$ cat config.mk
export PLATFORM = sky130hd
export DESIGN_NAME = nvm_serial_reader
export DESIGN_NICKNAME = d
export VERILOG_FILES = /design/src/rtl/nvm_rd_pkg.sv /design/src/rtl/nvm_phase_timer.sv /design/src/rtl/nvm_byte_shifter.sv /design/src/rtl/nvm_serial_reader.sv
export SDC_FILE = /design/constraint.sdc
export NUM_CORES = 1
export LEC_CHECK = 0
export ABC_AREA = 1
export BUFFER_PORTS_ARGS = -buffer_cell sky130_fd_sc_hd__buf_2
export CELL_PAD_IN_SITES_DETAIL_PLACEMENT = 1
export CELL_PAD_IN_SITES_GLOBAL_PLACEMENT = 1
export CORE_MARGIN = 1
export CORE_UTILIZATION = 41
export CTS_CLUSTER_DIAMETER = 50
export DETAILED_ROUTE_END_ITERATION = 6
export HOLD_SLACK_MARGIN = 0.08
export PLACE_DENSITY = 0.77
export SYNTH_ARGS = -nofsm -noshare
export SYNTH_HDL_FRONTEND = slang
export SYNTH_SLANG_ARGS = --single-unit
$ cat constraint.sdc
create_clock -name clk -period 1.7 [get_ports clk]
set_input_delay 0.34 -clock clk [delete_from_list [all_inputs] [get_ports clk]]
set_output_delay 0.34 -clock clk [all_outputs]
set_load 0.005 [all_outputs]
$ cat src/rtl/nvm_rd_pkg.sv
// Package: shared constants and the sequencer state type for the
// bit-serial EEPROM read sequencer.
package nvm_rd_pkg;
    localparam int          BYTE_W    = 8;
    localparam int          HDR_BYTES = 3;        // opcode + two address bytes
    localparam logic [7:0]  RD_OPCODE = 8'h03;

    typedef enum logic [3:0] {
        ST_IDLE,
        ST_EN_HI,     // high access line raised
        ST_EN_LO,     // low access line dropped, access open
        ST_TX_SET,    // data-out set up, clock low
        ST_TX_HI,     // clock high while sending
        ST_TX_LO,     // clock low after sending
        ST_RX_HI,     // clock high while receiving
        ST_RX_LO,     // clock low after receiving
        ST_REL_LO,    // low access line raised
        ST_REL_HI     // high access line dropped, access closed
    } rd_state_e;
endpackage

$ cat src/rtl/nvm_phase_timer.sv
// Module: nvm_phase_timer
// Counts system cycles within one sequencer phase and pulses tick_o in
// the last cycle of each phase. Assumes en_i is low in idle, so that
// every phase starts from a zero count.
module nvm_phase_timer #(
    parameter int PHASE_CYC = 2
) (
    input  logic clk,
    input  logic rst_n,
    input  logic en_i,
    output logic tick_o
);
    localparam int            TW   = (PHASE_CYC > 1) ? $clog2(PHASE_CYC) : 1;
    localparam logic [TW-1:0] LAST = TW'(PHASE_CYC - 1);

    logic [TW-1:0] cnt;

    // Cycle counter: clears when idle and wraps at the end of each phase.
    always_ff @(posedge clk) begin
        if (!rst_n || !en_i) begin
            cnt <= '0;
        end else if (cnt == LAST) begin
            cnt <= '0;
        end else begin
            cnt <= cnt + 1'b1;
        end
    end

    assign tick_o = en_i && (cnt == LAST);
endmodule

$ cat src/rtl/nvm_byte_shifter.sv
// Module: nvm_byte_shifter
// One byte-wide shift register shared by sending and receiving. On a
// step it shifts left by one and inserts in_bit_i at the bottom, so the
// top bit is the next bit to send. It counts the bits shifted within the
// byte. Assumes load and step are never requested in the same cycle.
module nvm_byte_shifter
    import nvm_rd_pkg::*;
(
    input  logic              clk,
    input  logic              rst_n,
    input  logic              load_i,
    input  logic [BYTE_W-1:0] load_val_i,
    input  logic              step_i,
    input  logic              in_bit_i,
    output logic [BYTE_W-1:0] q_o,
    output logic              first_o,
    output logic              last_o
);
    localparam int BCW = $clog2(BYTE_W);

    logic [BCW-1:0] bit_cnt;

    // Shift register and bit counter: load restarts a byte, step moves one bit.
    always_ff @(posedge clk) begin
        if (!rst_n) begin
            q_o     <= '0;
            bit_cnt <= '0;
        end else if (load_i) begin
            q_o     <= load_val_i;
            bit_cnt <= '0;
        end else if (step_i) begin
            q_o     <= {q_o[BYTE_W-2:0], in_bit_i};
            bit_cnt <= bit_cnt + 1'b1;
        end
    end

    assign first_o = (bit_cnt == '0);
    assign last_o  = (bit_cnt == BCW'(BYTE_W - 1));
endmodule

$ cat src/rtl/nvm_serial_reader.sv
// Module: nvm_serial_reader
// Reads count_i bytes from a serial EEPROM starting at addr_i. It opens
// access with an ordered two-line handshake and sends the read opcode and
// a 16-bit address, most significant bit first. It then clocks in the
// data bytes and reports each one with a valid strobe, and always closes
// access at the end. Each handshake step and each serial clock level
// lasts PHASE_CYC system cycles. Assumes the EEPROM changes sdi_i only
// while sclk_o is low.
module nvm_serial_reader
    import nvm_rd_pkg::*;
#(
    parameter int PHASE_CYC = 2,
    parameter int CNT_W     = 8
) (
    input  logic              clk,
    input  logic              rst_n,
    input  logic              start_i,
    input  logic [15:0]       addr_i,
    input  logic [CNT_W-1:0]  count_i,
    output logic              busy_o,
    output logic              done_o,
    output logic              byte_valid_o,
    output logic [BYTE_W-1:0] byte_data_o,
    output logic [CNT_W-1:0]  byte_idx_o,
    output logic              sclk_o,
    output logic              sdo_o,
    input  logic              sdi_i,
    output logic              acc_hi_o,
    output logic              acc_lo_o
);
    localparam logic [1:0] HDR_LAST = 2'(HDR_BYTES - 1);

    rd_state_e         st;
    logic              tick;
    logic [15:0]       addr_q;
    logic [CNT_W-1:0]  cnt_q;
    logic [CNT_W-1:0]  rx_cnt;
    logic [1:0]        hdr;

    logic              sh_load;
    logic              sh_step;
    logic              sh_in;
    logic [BYTE_W-1:0] sh_load_val;
    logic [BYTE_W-1:0] sh_q;
    logic              sh_first;
    logic              sh_last;

    nvm_phase_timer #(.PHASE_CYC(PHASE_CYC)) u_timer (
        .clk    (clk),
        .rst_n  (rst_n),
        .en_i   (busy_o),
        .tick_o (tick)
    );

    nvm_byte_shifter u_shift (
        .clk        (clk),
        .rst_n      (rst_n),
        .load_i     (sh_load),
        .load_val_i (sh_load_val),
        .step_i     (sh_step),
        .in_bit_i   (sh_in),
        .q_o        (sh_q),
        .first_o    (sh_first),
        .last_o     (sh_last)
    );

    assign busy_o = (st != ST_IDLE);

    // Data-out shows the top shifter bit only while header bits are being sent.
    assign sdo_o = ((st == ST_TX_SET) || (st == ST_TX_HI) || (st == ST_TX_LO)) && sh_q[BYTE_W-1];

    // Shifter control: load each header byte, step per sent or received bit.
    always_comb begin
        sh_load     = 1'b0;
        sh_step     = 1'b0;
        sh_in       = 1'b0;
        sh_load_val = '0;
        case (st)
            ST_IDLE: begin
                if (start_i) begin
                    sh_load     = 1'b1;
                    sh_load_val = RD_OPCODE;
                end
            end
            ST_TX_LO: begin
                if (tick) begin
                    if (sh_last) begin
                        sh_load = 1'b1;
                        if (hdr == 2'd0) begin
                            sh_load_val = addr_q[15:8];
                        end else if (hdr == 2'd1) begin
                            sh_load_val = addr_q[7:0];
                        end
                    end else begin
                        sh_step = 1'b1;
                    end
                end
            end
            ST_RX_HI: begin
                if (tick) begin
                    sh_step = 1'b1;
                    sh_in   = sdi_i;
                end
            end
            default: ;
        endcase
    end

    // Sequencer: access handshake, serial clock levels and byte reporting.
    always_ff @(posedge clk) begin
        if (!rst_n) begin
            st           <= ST_IDLE;
            acc_hi_o     <= 1'b0;
            acc_lo_o     <= 1'b1;
            sclk_o       <= 1'b0;
            done_o       <= 1'b0;
            byte_valid_o <= 1'b0;
            byte_data_o  <= '0;
            byte_idx_o   <= '0;
            addr_q       <= '0;
            cnt_q        <= '0;
            rx_cnt       <= '0;
            hdr          <= '0;
        end else begin
            done_o       <= 1'b0;
            byte_valid_o <= 1'b0;
            case (st)
                ST_IDLE: begin
                    if (start_i) begin
                        addr_q   <= addr_i;
                        cnt_q    <= count_i;
                        rx_cnt   <= '0;
                        hdr      <= '0;
                        acc_hi_o <= 1'b1;
                        st       <= ST_EN_HI;
                    end
                end
                ST_EN_HI: begin
                    if (tick) begin
                        acc_lo_o <= 1'b0;
                        st       <= ST_EN_LO;
                    end
                end
                ST_EN_LO: begin
                    if (tick) begin
                        st <= ST_TX_SET;
                    end
                end
                ST_TX_SET: begin
                    if (tick) begin
                        sclk_o <= 1'b1;
                        st     <= ST_TX_HI;
                    end
                end
                ST_TX_HI: begin
                    if (tick) begin
                        sclk_o <= 1'b0;
                        st     <= ST_TX_LO;
                    end
                end
                ST_TX_LO: begin
                    if (tick) begin
                        if (sh_last && hdr == HDR_LAST) begin
                            if (cnt_q == '0) begin
                                acc_lo_o <= 1'b1;
                                st       <= ST_REL_LO;
                            end else begin
                                sclk_o <= 1'b1;
                                st     <= ST_RX_HI;
                            end
                        end else begin
                            if (sh_last) begin
                                hdr <= hdr + 1'b1;
                            end
                            st <= ST_TX_SET;
                        end
                    end
                end
                ST_RX_HI: begin
                    if (tick) begin
                        sclk_o <= 1'b0;
                        if (sh_last) begin
                            byte_valid_o <= 1'b1;
                            byte_data_o  <= {sh_q[BYTE_W-2:0], sdi_i};
                            byte_idx_o   <= rx_cnt;
                            rx_cnt       <= rx_cnt + 1'b1;
                        end
                        st <= ST_RX_LO;
                    end
                end
                ST_RX_LO: begin
                    if (tick) begin
                        if (sh_first && rx_cnt == cnt_q) begin
                            acc_lo_o <= 1'b1;
                            st       <= ST_REL_LO;
                        end else begin
                            sclk_o <= 1'b1;
                            st     <= ST_RX_HI;
                        end
                    end
                end
                ST_REL_LO: begin
                    if (tick) begin
                        acc_hi_o <= 1'b0;
                        st       <= ST_REL_HI;
                    end
                end
                ST_REL_HI: begin
                    if (tick) begin
                        done_o <= 1'b1;
                        st     <= ST_IDLE;
                    end
                end
                default: st <= ST_IDLE;
            endcase
        end
    end

    AST_OPEN_ORDER: assert property (@(posedge clk) disable iff (!rst_n)
        $fell(acc_lo_o) |-> (acc_hi_o && $past(acc_hi_o)));
    AST_CLOSE_ORDER: assert property (@(posedge clk) disable iff (!rst_n)
        $fell(acc_hi_o) |-> (acc_lo_o && $past(acc_lo_o)));
    AST_DONE_CLOSED: assert property (@(posedge clk) disable iff (!rst_n)
        done_o |-> (!acc_hi_o && acc_lo_o && !busy_o));
    AST_SCLK_WHILE_OPEN: assert property (@(posedge clk) disable iff (!rst_n)
        sclk_o |-> (acc_hi_o && !acc_lo_o));
    AST_SDO_HELD_HIGH: assert property (@(posedge clk) disable iff (!rst_n)
        (sclk_o && $past(sclk_o)) |-> $stable(sdo_o));
    AST_VALID_SINGLE: assert property (@(posedge clk) disable iff (!rst_n)
        byte_valid_o |=> !byte_valid_o);
    AST_VALID_WHILE_OPEN: assert property (@(posedge clk) disable iff (!rst_n)
        byte_valid_o |-> (busy_o && acc_hi_o && !acc_lo_o));
    AST_DONE_SINGLE: assert property (@(posedge clk) disable iff (!rst_n)
        done_o |=> !done_o);
    AST_START_IGNORED: assert property (@(posedge clk) disable iff (!rst_n)
        (busy_o && start_i) |=> ($stable(addr_q) && $stable(cnt_q)));
endmodule

==> results of run 1 <==
-- cell families after synthesis --
| group | count (synthesis) | share of synthesized area [%] |
|---|---|---|
| buffers and inverters | 79 | 8.75 |
| AO/OA/AOI/OAI | 131 | 19.4 |
| flip-flops | 71 | 40.6 |
| AND/OR/NAND/NOR | 213 | 27.4 |
| XOR/XNOR | 4 | 1.00 |
| adder cells (fa/ha/maj) | 8 | 2.86 |
-- path summary, 6_finish.rpt --
check / slack [ns] / cells after the start / from / end
setup / recovery: 0.04 / 7 / st[2]$_SDFFE_PN0P_ / byte_data_o[2]$_SDFFE_PN0P_
hold / removal: 0.22 / 3 / addr_i[13] / addr_q[13]$_SDFFE_PN0N_
setup reg to reg: 0.04 / 7 / st[2]$_SDFFE_PN0P_ / byte_data_o[2]$_SDFFE_PN0P_
hold reg to reg: 0.45 / 2 / addr_q[6]$_SDFFE_PN0N_ / addr_q[6]$_SDFFE_PN0N_
-- placed cells by master (no fill, tap or decap), drive strengths merged --
cell type and instances:
nand2 126, buf 82, dfxtp 71, a21oi 67, inv 64, o21ai 60, nor2 44, nand3 28
clkbuf 9, nor3 9, ha 8, nand4 4, xnor2 3, bufinv 3, clkinv 3, clkinvlp 2
a31oi 1, o21bai 1, and3 1, nand3b 1, xor2 1, a211oi 1, o2111ai 1
-- what timing repair did --
item | CTS | global route
hold endpoints to repair | 0 | 0
cloned | 0 | 1
resized for setup | 11 | 31
setup endpoints to repair | 22 | 35
hold buffers | 0 | 0
pin swaps | 2 | 9
setup buffers | 3 | 7
-- tightest hold or removal path, stage by stage --
cell and delay, ns:
buf_2 0.09, nand2_1 0.05, a21oi_1 0.05
-- power by group through the flow --
stage	registers, W	clock network (W)	logic (W)
final	0.00212	0.00169	0.00195
after global routing	0.00215	0.00178	0.00221
after floorplan	0.00209	0	0.00124
after global placement	0.00213	0	0.00171
after detailed placement	0.00214	0	0.00176
after CTS	0.00211	0.00171	0.00179
-- registers in the layout (all words and copies together) (netlist names), 2 cells and up --
| name | cells |
|---|---|
| addr_q | 16 |
| byte_data_o | 8 |
| byte_idx_o | 8 |
| cnt_q | 8 |
| rx_cnt | 8 |
| u_shift.q_o | 8 |
| st | 4 |
| u_shift.bit_cnt | 3 |
| hdr | 2 |
-- metal layers --
layer  wire length [um]  share of wire (%)
met2               5510                 50
met4                229                2.1
met3                346                3.1
met1               4920                 45
met5                  0                  0
-- synthesized netlist by cell type --
cell type,number,area share (%)
buf_2,5,0.71
o21ai_2,1,0.25
nor3_1,9,1.3
a211oi_1,1,0.21
inv_1,53,5.7
and3_1,1,0.18
buf_4,1,0.21
o21ai_0,57,8.1
nor2_1,37,4.0
nand3_2,1,0.29
o21bai_1,1,0.21
nand3b_1,1,0.21
clkbuf_1,9,0.96
nand2_1,115,12
nand2_2,8,1.4
nand4_1,4,0.71
a31oi_1,1,0.18
xor2_1,1,0.25
nand2_4,3,0.96
nor2_4,4,1.3
nand3_4,1,0.50
a21oi_4,1,0.46
a21oi_1,66,9.4
ha_1,8,2.9
xnor2_1,3,0.75
o21ai_1,2,0.29
o2111ai_1,1,0.25
inv_2,10,1.1
nor2_2,3,0.54
clkinv_1,1,0.11
nand3_1,26,3.7
dfxtp_1,71,41
-- metrics by stage --
stage | utilization (%) | worst slack (ns) | power, W | hold slack [ns]
finish | 54.0 | 0.0373 | 0.00577 | 0.221
global route | 54.0 | -0.0575 | 0.00614 | 0.218
CTS | 52.1 | 0.00365 | 0.00561 | 0.206
detailed placement | 48.6 | -0.147 | 0.00390 | 0.439
global placement | 48.6 | 0.00905 | 0.00385 | 0.436
floorplan | - | 0.171 | 0.00333 | 0.421
-- layout make-up --
cell class                 count  area [sq um]  share of cell area [%]
multi-input combinational    356          1870                    41.8
sequential                    71          1440                    32.2
timing repair buffer          82           523                    11.7
inverter                      64           250                    5.61
tap                          105           131                    2.95
clock buffer                   9           124                    2.78
clock inverter                 7           120                    2.69
timing repair inverter         1          7.51                   0.168
==> metrics.md, run 1 <==
| Metric | Value |
|---|---|
| Routed wire length | `11000 um` |
| Post-synthesis cell area | `3500 sq um` |
| Logic pwr share | `33.9%` |
| Gate Count Post-Synth | `506` |
| CTS root buf | `clkbuf_8` |
| NetSw | `0.00218 W` |
| Worst path top cell family by delay | `simple AND/OR/NAND/NOR gates` |
| Via Count | `3609` |
| Layout Area Growth over Synthesis | `27.3%` |
| Cell Pwr Density | `roughly 1300 nW/um^2` |
| Final Hold Vio Count | `0` |
| Unrepaired setup endpoints after global routing | `yes` |
| Final Net Count | `621` |
| Vias in the first global route | `3607` |
| Met1 Use GR | `between 30% and 40%` |
| WP data required | `1.98 ns` |
| Fin crit share | `97.8%` |
| Max_slew headroom | `67.6%` |
| Pins Over Slew Limit | `0` |
| Clock-pin slew on the worst setup and hold paths | `0.08 ns` |
| Clock Skew | `about 0.013 ns` |
| Period minus WS final | `1.66 ns` |
| CTS tree | `yes` |
| Residual DRC | `0` |
| Max stage delay on crit path | `0.39 ns` |
| # setup viols final | `0` |
| Global-route wire length before repair | `17400 um` |
| Port bufs | `50` |
| Detail Route Antenna Nets | `0` |
| Placement Rows | `33` |
| Post-synthesis cell type count | `32` |
| Setup TNS | `0 ns` |
| Maximum clock path buffer count | `2` |
| Lkg Pwr | `1.98 nW` |
| Warnings from Yosys | `0` |
| Initial Utilization | `42.4%` |
| Sw Ratio | `37.8%` |
| Die footprint | `8920 sq um` |
| Non-filler instance count after layout | `695` |
| Drt pass-1 iters | `4` |
| Seq pwr share | `a little under two fifths` |
| Die Wd | `~94 um` |
| WS Path Type | `flop to flop` |
| RD Place Congestion | `0.858` |
| H-tree levels | `3` |
| Clk network pwr share | `~29%` |
| Critical Path AT | `1.94 ns` |
| Largest net degree at the start of global routing | `41` |
| WP buf/inv | `2` |
| M2 GR Usage | `44.7%` |
| Post-DP Area | `roughly 4000 sq um` |
| Clock Sinks | `slightly above 70` |
| ANT cells | `0` |
| Core Area | `8260 sq um` |
| 1st-iter DRT viols | `133` |
| Total grt overflow | `0` |
| Fill cells | `between 1000 and 1500` |
| GR peak layer | `met2` |
| Inserted Clock Buffers | `9` |
| Worst vdd ir | `516 uV` |
| Worst-margin pin slew | `0.482 ns` |
| Dpl hpwl | `approximately 7900 um` |
| Gr usage total | `25.7%` |
| Maxcap violations | `0` |
| Worst setup SP type | `flop` |
| Initial antenna violation count | `0` |
| Pint | `roughly 0.0036 W` |
| Dpl cells | `between 600 and 700` |
| Routed len/inst | `15.8 um` |
| Status | `finished, final reports clean` |
| Yosys reg bits | `71` |
| Fraction of layout cells with a size suffix above 1 | `25.4%` |
| Min-Delay Path Class | `input port to flop` |
| Sequential area share after synthesis | `40.6%` |
| Synthesized net count | `542` |
| Clock latency on the worst-skew pair | `0.36 ns` |
| Design area | `~4500 sq um` |
| Met3 GRT Util | `under 10%` |
| Crit-path slowest cell | `dfxtp_4` |
| Crit Path Max Fanout | `10` |
| Post-DR vias/cell | `just over 5` |
| Fmax | `approximately 600 MHz` |
| Die height | `~94 um` |
| CP endpoint kind | `flop` |
| CP Cell Sequence | `inv_4 > nor2_4 > nand2_2 > nor3_4 > buf_6 > o21ai_0 > a21oi_1` |
| # IOs | `51` |
| Syn Area/Cell | `between 6 and 7 sq um` |
Note: power is estimated with default switching activity, not from simulation.
==> run 2: changes to the inputs <==
--- a/config.mk
+++ b/config.mk
@@ -10,11 +10,12 @@
 export CELL_PAD_IN_SITES_DETAIL_PLACEMENT = 1
 export CELL_PAD_IN_SITES_GLOBAL_PLACEMENT = 1
 export CORE_MARGIN = 1
-export CORE_UTILIZATION = 41
+export CORE_UTILIZATION = 38
+export CTS_BUF_LIST = sky130_fd_sc_hd__clkbuf_8
 export CTS_CLUSTER_DIAMETER = 50
 export DETAILED_ROUTE_END_ITERATION = 6
 export HOLD_SLACK_MARGIN = 0.08
-export PLACE_DENSITY = 0.77
+export PLACE_DENSITY = 0.75
 export SYNTH_ARGS = -nofsm -noshare
 export SYNTH_HDL_FRONTEND = slang
 export SYNTH_SLANG_ARGS = --single-unit
==> constraint.sdc (replaced) <==
create_clock -name clk -period 1.5 [get_ports clk]
set_input_delay 0.3 -clock clk [delete_from_list [all_inputs] [get_ports clk]]
set_output_delay 0.3 -clock clk [all_outputs]
set_load 0.005 [all_outputs]
==> metrics.md, run 2 (synthesized netlist as in run 1, its figures left out) <==
| Metric | Value |
|---|---|
| Status | `finished, violations left (was finished, final reports clean)` |
| Violated checks | `DRC, setup timing` |
| Dpl hpwl | `8900 um (was 7890 um)` |
| Cell Pwr Density | `1390 nW/um^2 (was 1290 nW/um^2)` |
| Initial Utilization | `39.8% (was 42.4%)` |
| Most frequent cells in the layout | `nand2_1 (95), buf_4 (61), dfxtp_1 (59), a21oi_1 (51) (was nand2_1 (112), dfxtp_1 (65), a21oi_1 (64), inv_1 (51), o21ai_0 (51))` |
| CP endpoint kind | `flop (unchanged)` |
| Unrepaired setup endpoints after global routing | `yes (unchanged)` |
| Min-Delay Path Class | `input port to flop (unchanged)` |
| Final Hold Vio Count | `0 (unchanged)` |
| Port bufs | `50 (unchanged)` |
| Drt pass-1 iters | `7 (was 4)` |
| Pint | `0.00445 W (was 0.00358 W)` |
| Max reg flops | `16 (unchanged)` |
| Largest net degree at the start of global routing | `30 (was 41)` |
| Commonest non-fill, non-tap cell in the layout | `nand2_1 (unchanged)` |
| Worst setup margin | `-0.256 ns (was 0.0373 ns)` |
| Inserted Clock Buffers | `9 (unchanged)` |
| Core Area | `8810 sq um (was 8260 sq um)` |
| M2 GR Usage | `46.7% (was 44.7%)` |
| Clk network pwr share | `21.8% (was 29.3%)` |
| Worst setup SP type | `flop (unchanged)` |
| Routed len/inst | `21.1 um (was 15.8 um)` |
| Worst-margin pin slew | `0.498 ns (was 0.482 ns)` |
| Critical Path AT | `1.99 ns (was 1.94 ns)` |
| Met1 Use GR | `31.8% (was 31.3%)` |
| Maxcap violations | `0 (unchanged)` |
| Crit Path Max Fanout | `5 (was 10)` |
| GR peak layer | `met2 (unchanged)` |
| WP data required | `1.74 ns (was 1.98 ns)` |
| Clock-pin slew on the worst setup and hold paths | `0.09 ns (was 0.08 ns)` |
| Tot Pwr | `0.00760 W (was 0.00577 W)` |
| ANT cells | `0 (unchanged)` |
| Routed wire length | `16000 um (was 11000 um)` |
| WS Path Type | `flop to flop (unchanged)` |
| Placement Rows | `34 (was 33)` |
| RD Place Congestion | `0.876 (was 0.858)` |
| Global-route wire length before repair | `19800 um (was 17400 um)` |
| Die height | `98.0 um (was 94.4 um)` |
| Max_slew headroom | `66.6% (was 67.6%)` |
| Sw Ratio | `41.5% (was 37.8%)` |
| H-tree levels | `3 (unchanged)` |
| Die Wd | `98.0 um (was 94.4 um)` |
| Maximum clock path buffer count | `2 (unchanged)` |
| Logic pwr share | `45.8% (was 33.9%)` |
| Seq pwr share | `32.4% (was 36.8%)` |
| Post-DR vias/cell | `5.58 (was 5.19)` |
| 1st-iter DRT viols | `192 (was 133)` |
| Clock latency on the worst-skew pair | `0.36 ns (about the same)` |
| Pre-CTS setup slack | `-0.210 ns (was -0.147 ns)` |
| Met3 GRT Util | `4.08% (was 5.07%)` |
| Gr usage total | `26.3% (was 25.7%)` |
| # IOs | `51 (unchanged)` |
| Design area | `5450 sq um (was 4460 sq um)` |
| Residual DRC | `3 (was 0)` |
| NetSw | `0.00315 W (was 0.00218 W)` |
| CTS tree | `yes (unchanged)` |
| Vias in the first global route | `4078 (was 3607)` |
| Initial antenna violation count | `0 (unchanged)` |
| Fmax | `570 MHz (was 601 MHz)` |
| Fin crit share | `117% (was 97.8%)` |
| Clock Sinks | `71 (unchanged)` |
| Lkg Pwr | `2.42 nW (was 1.98 nW)` |
| Final Net Count | `683 (was 621)` |
| Clock Skew | `0.0208 ns (was 0.0130 ns)` |
| Die footprint | `9610 sq um (was 8920 sq um)` |
| Post-DP Area | `4420 sq um (was 4010 sq um)` |
| Total grt overflow | `0 (unchanged)` |
| Fraction of layout cells with a size suffix above 1 | `44.2% (was 25.4%)` |
| Fill cells | `1098 (was 1110)` |
| Via Count | `4237 (was 3609)` |
| Period minus WS final | `1.76 ns (was 1.66 ns)` |
| Final core utilization | `61.9% (was 54.0%)` |
| Pins Over Slew Limit | `0 (unchanged)` |
| # setup viols final | `46 (was 0)` |
| Worst vdd ir | `752 uV (was 516 uV)` |
| Layout Area Growth over Synthesis | `55.6% (was 27.3%)` |
| Detail Route Antenna Nets | `0 (unchanged)` |
| CTS root buf | `clkbuf_8 (unchanged)` |
| Flop-to-flop setup slack | `-0.26 ns (was 0.04 ns)` |
| Reg with most FFs | `addr_q (unchanged)` |
run 2: worst max-delay path, stage by stage, from the launching register on:
cell and delay, ns:
dfxtp_1 0.55, ha_4 0.24, inv_1 0.08, nor3_4 0.23, buf_6 0.16, inv_1 0.14, nor2_1 0.17, nor2_1 0.07
run 2: per-layer routing:
metal / wire (um) / part of all wire [%]
met5: 0 / 0
met4: 514 / 3.2
met2: 8140 / 51
met1: 6480 / 40
met3: 906 / 5.6
run 2: per-stage QoR:
step | hold WS, ns | TNS [ns] | std cells
global route | 0.203 | -9.01 | 760
CTS | 0.194 | -1.75 | 747
detailed placement | 0.440 | -4.05 | 723
global placement | 0.438 | -1.85 | 723
floorplan | 0.421 | 0 | 506
finish | 0.201 | -6.73 | 760
run 2: power groups by stage:
stage	clock [W]	sequential (W)	combinational, W
final	0.00166	0.00246	0.00348
after global routing	0.00174	0.00248	0.00371
after CTS	0.00164	0.00241	0.00268
after global placement	0	0.00242	0.00233
after floorplan	0	0.00237	0.00140
after detailed placement	0	0.00243	0.00244
run 2: path summary, 6_finish.rpt:
kind	startpoint	cells past startpoint	endpoint
max	u_shift.bit_cnt[2]$_SDFFE_PP0P_	7	byte_data_o[0]$_SDFFE_PN0P_
min	addr_i[3]	3	addr_q[3]$_SDFFE_PN0N_
max reg2reg	u_shift.bit_cnt[2]$_SDFFE_PP0P_	7	byte_data_o[0]$_SDFFE_PN0P_
min reg2reg	addr_q[9]$_SDFFE_PN0N_	2	addr_q[9]$_SDFFE_PN0N_
run 2: cell type report:
type	instances	area (sq um)	share of cell area, %
Sequential cell	71	1450	26.6
Tap cell	108	135	2.48
Timing Repair Buffer	144	1130	20.7
Multi-Input combinational cell	357	2270	41.7
Clock inverter	5	56.3	1.03
Inverter	64	260	4.77
Clock buffer	11	151	2.78
run 2: repair_timing:
action | in CTS | in global routing
pin swaps | 15 | 30
endpoints found under the hold margin | 0 | 0
gates resized for setup | 67 | 131
buffers inserted | 7 | 13
setup endpoints to repair | 58 | 63
hold buffers | 0 | 0
gates cloned | 1 | 1
==> run 3: changes to the inputs <==
==> constraint.sdc (replaced) <==
create_clock -name clk -period 1.5 [get_ports clk]
set_input_delay 0.45 -clock clk [delete_from_list [all_inputs] [get_ports clk]]
set_output_delay 0.45 -clock clk [all_outputs]
set_load 0.005 [all_outputs]
==> metrics.md, run 3 (synthesized netlist as in run 1, its figures left out) <==
| Metric | Value |
|---|---|
| WS Path Type | `flop to flop (unchanged)` |
| Die footprint | `9610 sq um (unchanged)` |
| Inserted Clock Buffers | `9 (unchanged)` |
| Drt pass-1 iters | `7 (unchanged)` |
| WP data required | `1.80 ns (was 1.74 ns)` |
| CTS tree | `yes (unchanged)` |
| Min-Delay Path Class | `input port to flop (unchanged)` |
| Initial Utilization | `39.8% (unchanged)` |
| Via Count | `4613 (was 4237)` |
| Dpl hpwl | `8640 um (was 8900 um)` |
| Port bufs | `50 (unchanged)` |
| Fin crit share | `131% (was 117%)` |
| RD Place Congestion | `0.883 (was 0.876)` |
| Post-DR vias/cell | `5.91 (was 5.58)` |
| CP endpoint kind | `flop (unchanged)` |
| Critical Path AT | `2.26 ns (was 1.99 ns)` |
| Vias in the first global route | `4441 (was 4078)` |
| Cts hold-fix bufs | `0 (unchanged)` |
| # setup viols final | `70 (was 46)` |
| Pins Over Slew Limit | `0 (unchanged)` |
| Tot Pwr | `0.00853 W (was 0.00760 W)` |
| Placement Rows | `34 (unchanged)` |
| Fmax | `510 MHz (was 570 MHz)` |
| Critical R2R Capture | `u_shift.q_o[6]$_SDFFE_PN0P_ (was byte_data_o[0]$_SDFFE_PN0P_)` |
| Period minus WS final | `1.96 ns (was 1.76 ns)` |
| Final Net Count | `704 (was 683)` |
| Status | `finished, violations left (unchanged)` |
| WHS Endpoint | `addr_q[5]$_SDFFE_PN0N_ (was addr_q[3]$_SDFFE_PN0N_)` |
| Worst setup margin | `-0.463 ns (was -0.256 ns)` |
| CTS root buf | `clkbuf_8 (unchanged)` |
| Hold_sp | `addr_i[5] (was addr_i[3])` |
| Clock Sinks | `71 (unchanged)` |
| Clock-pin slew on the worst setup and hold paths | `0.08 ns (was 0.09 ns)` |
| Reg with most FFs | `addr_q (unchanged)` |
| Core Area | `8810 sq um (unchanged)` |
| Clock Skew | `0.0217 ns (was 0.0208 ns)` |
| Hold_ws | `0.324 ns (was 0.201 ns)` |
| Max reg flops | `16 (unchanged)` |
| H-tree levels | `3 (unchanged)` |
| ANT cells | `0 (unchanged)` |
| Commonest non-fill, non-tap cell in the layout | `nand2_1 (unchanged)` |
| Gr usage total | `31.0% (was 26.3%)` |
| Hold Path Depth | `3 (unchanged)` |
| Crit Path Max Fanout | `4 (was 5)` |
| Largest net degree at the start of global routing | `28 (was 30)` |
| Unrepaired setup endpoints after global routing | `yes (unchanged)` |
| # IOs | `51 (unchanged)` |
| Worst setup SP type | `flop (unchanged)` |
| Layout Area Growth over Synthesis | `66.6% (was 55.6%)` |
| Lkg Pwr | `2.62 nW (was 2.42 nW)` |
| Worst-margin pin slew | `0.402 ns (was 0.498 ns)` |
| Worst-case reg-to-reg path depth | `10 (was 7)` |
| Worst vdd ir | `738 uV (was 752 uV)` |
| Non-filler instance count after layout | `781 (was 760)` |
| Final core utilization | `66.3% (was 61.9%)` |
| 1st-iter DRT viols | `285 (was 192)` |
| Maximum clock path buffer count | `2 (unchanged)` |
| Die height | `98.0 um (unchanged)` |
| Routed wire length | `19500 um (was 16000 um)` |
| Maxcap violations | `0 (unchanged)` |
| Cell Pwr Density | `1460 nW/um^2 (was 1390 nW/um^2)` |
| Initial antenna violation count | `0 (unchanged)` |
| Flop-to-flop setup slack | `-0.46 ns (was -0.26 ns)` |
| Most frequent cells in the layout | `nand2_1 (95), buf_4 (77), dfxtp_1 (65), inv_1 (50), buf_2 (49) (was nand2_1 (95), buf_4 (61), dfxtp_1 (59), a21oi_1 (51))` |
| RR Startpoint | `hdr[0]$_SDFFE_PN0P_ (was u_shift.bit_cnt[2]$_SDFFE_PP0P_)` |
| Routed len/inst | `25.0 um (was 21.1 um)` |
| Final Hold Vio Count | `0 (unchanged)` |
| Fraction of layout cells with a size suffix above 1 | `47.1% (was 44.2%)` |
| Setup TNS | `-12.62 ns (was -6.73 ns)` |
| Residual DRC | `2 (was 3)` |
| Max_slew headroom | `73.2% (was 66.6%)` |
| Violated checks | `DRC, setup timing (unchanged)` |
| Die Wd | `98.0 um (unchanged)` |
| Global-route wire length before repair | `23000 um (was 19800 um)` |
| Total grt overflow | `0 (unchanged)` |
| Detail Route Antenna Nets | `0 (unchanged)` |
| Clock latency on the worst-skew pair | `0.38 ns (was 0.36 ns)` |
| Dpl cells | `719 (was 723)` |
==> run 3: area by class of cell <==
type | count | area [sq um]
clock buffer | 11 | 151
clock inverter | 5 | 25.0
fill | 1045 | 2970
inverter | 64 | 279
multi-input combinational | 358 | 2390
sequential | 71 | 1440
tap | 108 | 135
timing repair buffer | 164 | 1420
==> run 3: worst max-delay path by stage <==
stage,start,end
after floorplan,u_shift.bit_cnt[0]$_SDFFE_PP0P_,byte_idx_o[1]$_SDFFE_PN0P_
after global placement,st[2]$_SDFFE_PN0P_,byte_data_o[0]$_SDFFE_PN0P_
after detailed placement,st[2]$_SDFFE_PN0P_,byte_data_o[6]$_SDFFE_PN0P_
after CTS,st[3]$_SDFFE_PN0P_,sdo_o
after global routing,hdr[0]$_SDFFE_PN0P_,u_shift.q_o[6]$_SDFFE_PN0P_
final,hdr[0]$_SDFFE_PN0P_,u_shift.q_o[6]$_SDFFE_PN0P_
==> run 3: layer usage <==
layer / vias to the layer above / share of wire, % / global-route usage, %
met5: - / 0 / 0
met4: 0 / 6.9 / 17.1
met3: 119 / 6.4 / 5.87
met2: 294 / 48 / 56.2
met1: 2226 / 38 / 33.9
li1: 1974 / - / -
==> run 3: metrics by stage <==
| step | area [sq um] | setup slack, ns |
|---|---|---|
| 2_1_floorplan | 3510 | 0.00610 |
| 3_3_place_gp | 4410 | -0.187 |
| 3_5_place_dp | 4410 | -0.231 |
| 4_1_cts | 5240 | -0.259 |
| 5_1_grt | 5840 | -0.493 |
| 6_report | 5840 | -0.463 |
==> run 3: repair_timing <==
item	4_1_cts	5_1_grt
cloned	5	4
pin swaps	32	27
setup buffers	18	20
gates resized for setup	130	101
endpoints found under the setup margin	60	71
==> run 3: critical path, stage by stage, from the launching register on <==
cell and delay (ns):
dfxtp_1 0.37, buf_4 0.14, ha_1 0.25, inv_1 0.13, o21ai_0 0.27, o21ai_1 0.18
nor2_1 0.21, nand2_1 0.12, nand2_2 0.09, nor2_2 0.04, nor2_1 0.10
==> run 3: where the power goes <==
group | leakage, nW | switching [W] | internal (W) | total [W]
registers | 0.583 | 0.000297 | 0.00218 | 0.00248
logic | 1.94 | 0.00259 | 0.00196 | 0.00456
clock network | 0.0977 | 0.000821 | 0.000675 | 0.00150
